File: config.mk
export PLATFORM = sky130hd
export DESIGN_NAME = cmd_set_clear_bank
export DESIGN_NICKNAME = d
export VERILOG_FILES = /design/src/rtl/cmd_set_clear_bank.sv
export SDC_FILE = /design/constraint.sdc
export NUM_CORES = 1
export LEC_CHECK = 0
export ABC_AREA = 1
export CELL_PAD_IN_SITES_DETAIL_PLACEMENT = 1
export CELL_PAD_IN_SITES_GLOBAL_PLACEMENT = 1
export CORE_MARGIN = 1
export CORE_UTILIZATION = 35
export DETAILED_ROUTE_END_ITERATION = 16
export PLACE_DENSITY_LB_ADDON = 0.1
export SETUP_SLACK_MARGIN = 0.5
export SLEW_MARGIN = 20
export SYNTH_ARGS = -nofsm -noshare
export SYNTH_HDL_FRONTEND = slang
export SYNTH_SLANG_ARGS = --single-unit
File: constraint.sdc
create_clock -name clk -period 2.6 [get_ports clk]
set_clock_uncertainty 0.1 [all_clocks]
set_input_delay 0.65 -clock clk [delete_from_list [all_inputs] [get_ports clk]]
set_output_delay 0.65 -clock clk [all_outputs]
set_load 0.02 [all_outputs]
File: src/rtl/cmd_set_clear_bank.sv
`timescale 1ns/1ps
module cmd_set_clear_bank #(
  parameter int NUM_REGS = 5,
  parameter int ADDR_W   = 3
) (
  input  logic                     clk,
  input  logic                     rst,
  input  logic                     bus_wen,
  input  logic [ADDR_W-1:0]        bus_addr,
  input  logic [3:0]               bus_be,
  input  logic [31:0]              bus_wdata,
  output logic [31:0]              bus_rdata,
  output logic [NUM_REGS*32-1:0]   regs_o
);
  localparam int LANES = 4;

  logic [6:0] st [NUM_REGS][LANES];

  for (genvar r = 0; r < NUM_REGS; r++) begin : g_reg
    logic hit;
    assign hit = bus_wen && (int'(bus_addr) == r);
    for (genvar l = 0; l < LANES; l++) begin : g_lane
      logic [6:0] sel;
      logic       val;
      assign sel = bus_wdata[l*8 +: 7];
      assign val = bus_wdata[l*8 + 7];
      always_ff @(posedge clk) begin
        if (rst)
          st[r][l] <= '0;
        else if (hit && bus_be[l])
          st[r][l] <= val ? (st[r][l] | sel) : (st[r][l] & ~sel);
      end
      assign regs_o[r*32 + l*8 +: 8] = {1'b0, st[r][l]};
    end
  end

  always_comb begin
    bus_rdata = '0;
    for (int r = 0; r < NUM_REGS; r++)
      if (int'(bus_addr) == r) bus_rdata = regs_o[r*32 +: 32];
  end
endmodule


**After elaboration in Yosys (flattened, before gate mapping)**

Memories as Yosys holds them, arrays and structs flattened.
Cells that the tools add are included.

- Latch bits: 0
- Memories kept: 1
- Input bits: 42
- Bits in read-only memories: 0
- Bits in registers: 0
- Memory bits (writable): 140
- Output and inout bits: 192

- $add $sub $neg: 0
- Shift-type cells: 0
- $mul: 0
- Multiplexer cells: 107
- Bitwise operators: 64
- Equality and inequality tests: 4
- Divide/modulo/power cells: 0
- Reductions and logical operators: 26
- Order comparisons: 0

Memories:

| name | depth | width | rd ports | clocked after memory_dff | write ports | RTL line | text |
|---|---|---|---|---|---|---|---|
| st | 5 | 28 | 5 | 0 | 5 | 17 | `logic [6:0] st [NUM_REGS][LANES];` |

Operator list:

| operator | number |
|---|---|
| 7-bit two-way mux | 40 |
| 7-bit AND | 20 |
| 7-bit bitwise OR | 20 |
| 32-bit two-way mux | 4 |
| 1-bit two-way mux | 62 |
| 31-bit two-way mux | 1 |
| 7-bit inverter | 4 |
| 1-bit logical AND | 25 |
| 1-bit bitwise OR | 20 |
| 3-bit == test (second input constant) | 3 |
| 3-bit by 2-bit == test with 1-bit output (second input constant) | 1 |
| 3-bit logical NOT | 1 |

**Depth between registers and ports, before layout**

- Word-level depth: 7
- Gate-level depth with buffers: 8
- Gate-level depth less buffers: 7

**Least setup slack after synthesis**

No wires, ideal clock.

- Kind: input port to output port
- From: input bus_addr[2]
- To: output bus_rdata[10]
- Slack: 410 ps
- Required time: 1,850 ps
- Data arrival time: 1,440 ps
- Stages: 7
- Cell sequence: inv_2 nand2_1 nor2_1 buf_4 buf_2 nand2_1 nand3_1

- Cells in the longest elaborated chain, start to end: 6

Ends and longest elaborated chain:

| what | RTL line | text |
|---|---|---|
| start, declared | 9 | `input logic [ADDR_W-1:0] bus_addr,` |
| 3-bit logical NOT | 40 | `if (int'(bus_addr) == r) bus_rdata = regs_o[r*32 +: 32];` |
| 31-bit two-way mux | 40 |  |
| 32-bit two-way mux (3 in a row) | 40 |  |
| 32-bit two-way mux * | 40 |  |
| end, declared | 12 | `output logic [31:0] bus_rdata,` |

Every way passes the cells marked *; elsewhere a longest branch is shown, timed or not.

**Worst setup path after layout**

- From: input bus_addr[1]
- To: output bus_rdata[4]

Same word-level chain as after synthesis.

==> qor.csv <==
metric;value;unit
area of all sequential standard cells;4200;sq um
weighted congestion at the end of routability-driven global placement;0.803;
via count;7456;
CTS tree;yes;
total wirelength of the detailed-routed design;29000;um
crit-path cells;buf_8 > buf_6 > inv_12 > nor2_4 > nand2_8 > buf_12 > buf_12 > nor2_4 > nor2_2 > nand3_1 > buf_6;
Hold Path Origin;st[4][19];
area of combinational cells with multiple inputs;3150;sq um
Congestion Overflow GR;0;
total count of hold-check failures in the final report;0;
Mapped Cells;885;
clock sink total;140;
number of top-level design ports;234;
number of flip-flops under the largest register name;140;
RSZ-0062 raised after global routing;true;
clock tree root driver cell;clkbuf_16;
die width;149;um
ratio of cells with drive above 1 in the final layout;20.6;%
maximum fanout along the worst path;5;
power per cell area;546;nW/um^2
Total Nets Final;1201;
total negative slack for setup checks;0;ns
post-route non-filler standard cell count;1448;
IR drop worst, VDD;417;uV
number of filler cells placed in the layout;2471;
start of the worst register-to-register path;st[0][26];
via density per instance;5.15;
clock slew seen by the registers of the worst setup and hold paths;0.07;ns
placement-stage worst setup slack;-0.804;ns
area of placed instances;10500;sq um
number of rows in the core area;53;
crit end category;primary output;
pin count of the biggest net entering global routing;41;
hold buffer count at CTS;0;
later-pin clock latency in the skew report;0.42;ns
setup violators final;0;
CP arrival;1.72;ns
max capacitance violation total;0;
pins over their slew limit;0;
Initial Utilization;35.9;%
required time at the endpoint of the critical path;1.85;ns
layout overhead on the synthesized area;54.0;%
dpl cells;1401;
final routed DRC violation total;0;
slack of the worst reg-to-reg path;1.52;ns
Routed WL per cell;20.0;um
average cell area after synthesis;8.56;sq um
CTS Buf Count;17;
number of DRC violations after detailed-routing iteration 0;318;
final worst-path setup slack;0.128;ns
global-route wire length before repair;42800;um
number of warnings printed during yosys synthesis;0;
largest registers;st (140);
count of distinct cell types in the synthesized netlist;17;
Non-Filler Cell Area, Final;11700;sq um
launching element type of the critical path;input pin;
die area;22200;sq um
flip-flop and latch count after synthesis;140;
Crit. Startpoint;bus_addr[1];
total routing resource utilization after global routing;26.2;%
via count of the first global-routing pass;7427;
CTS HTree Levels;4;
cell class contributing the biggest share of worst-path delay;buffers and inverters;
area of the mapped netlist;7570;sq um
Period minus WS final;2.47;ns
Largest Register;st;
result of the run;finished clean;
maximum clock insertion buffer count;2;
number of nets with antenna violations after detailed routing;0;
class of the most critical hold timing path;flip-flop to flip-flop;
vertical extent of the die;149;um
achievable clock frequency;405;MHz
final HPWL from detailed placement;19700;um
number of antenna violations at the first check in global routing;1;
1st-pass router iterations;4;
number of buffer and inverter stages on the critical path;6;
Largest stage delay, worst path;0.14;ns
input/output buffers;209;
sequential element share of the synthesized area;55.5;%
cell type of the slowest stage on the worst timing path;buf_12;
core area;21100;sq um
leakage power;5.33;nW
worst setup path category;input pin to primary output;
part of the cycle the worst path needs;95.1;%
-- cell type report --
type,count,share of cell area [%]
clock inverter,14,1.65
sequential,140,36.0
clock buffer,18,3.68
multi-input combinational,616,27.0
timing repair buffer,287,25.3
inverter,97,3.31
antenna,1,0.0215
tap,275,2.95
-- what timing repair did --
action	4_1_cts	5_1_grt
cloned	5	0
pin swaps	31	26
setup buffers	8	1
endpoints found under the setup margin	448	60
resized for setup	401	53
-- tightest hold or removal path: stages, from the launching register on --
cell	delay, ns
edfxtp_1	0.37
a21oi_1	0.07
nor2_1	0.09
-- final timing paths --
kind	endpoint	depth (start not counted)
worst max-delay path	bus_rdata[4]	11
worst min-delay path	st[4][19]	2
worst max register to register	st[0][26]	2
worst min register to register	st[4][19]	2
-- power breakdown --
group	total (mW)	internal, mW	leakage [nW]	switching, mW
logic	1.09	0.427	3.58	0.662
registers	2.66	2.58	1.45	0.0856
clock network	2.61	1.61	0.289	1.01
total	6.37	4.61	5.33	1.75
-- Yosys cell counts --
library cell  number  area (sq um)
a21oi_1          140           701
buf_2             19          95.1
buf_4             28           210
buf_6              3          33.8
clkbuf_1           5          18.8
conb_1             1          3.75
edfxtp_1         140          4200
inv_1             92           345
inv_2              5          18.8
nand2_1          133           499
nand3_1           68           340
nand3_2            8          80.1
nand4_1           29           181
nor2_1           198           743
nor2_2             1          6.26
nor2_4             3          33.8
o21ai_0           12          60.1
-- layer usage --
| metal | routed length (um) | GRT usage, % |
|---|---|---|
| met2 | 14200 | 43.4 |
| met1 | 12500 | 34.1 |
| met3 | 1650 | 4.46 |
| met5 | 0 | 0 |
| met4 | 607 | 10.3 |
-- cells in the final DEF (no fill, tap or decap) --
cell             instances
inv_4                    2
buf_4                   42
nand2_1                127
clkinv_4                 2
buf_16                   4
nand4_1                 29
buf_12                  23
clkbuf_1                 1
nor2_1                 146
clkbuf_16               17
conb_1                  24
o21ai_2                  3
nand2_2                  4
inv_6                    3
diode_2                  1
o21ai_0                  8
nor2_4                  27
nand3_1                 44
inv_2                    2
edfxtp_1               140
dlygate4sd2_1          140
nand3_2                 32
clkdlybuf4s50_1         38
a21oi_1                140
nor2_2                  29
nand2_8                  1
nand2_4                  1
clkinvlp_4               4
bufinv_16                4
o21ai_1                  1
buf_8                    3
inv_12                   1
buf_6                   37
inv_1                   91
clkinv_1                 2
-- logic make-up after synthesis --
logic type      count (synthesis)  share of synthesized area (%)
flops                         140                           55.5
compound gates                152                           10.0
other cells                     1                         0.0495
simple gates                  440                           24.9
buf+inv                       152                           9.53
-- metrics by stage --
stage	util [%]	hold WS (ns)	total power, mW
global placement	49.9	0.517	3.74
global route	55.3	0.575	6.55
CTS	54.3	0.542	6.36
finish	55.3	0.540	6.37
detailed placement	49.9	0.525	3.75
floorplan	-	0.641	3.23
No activity file was read; power rests on OpenSTA's default activity.
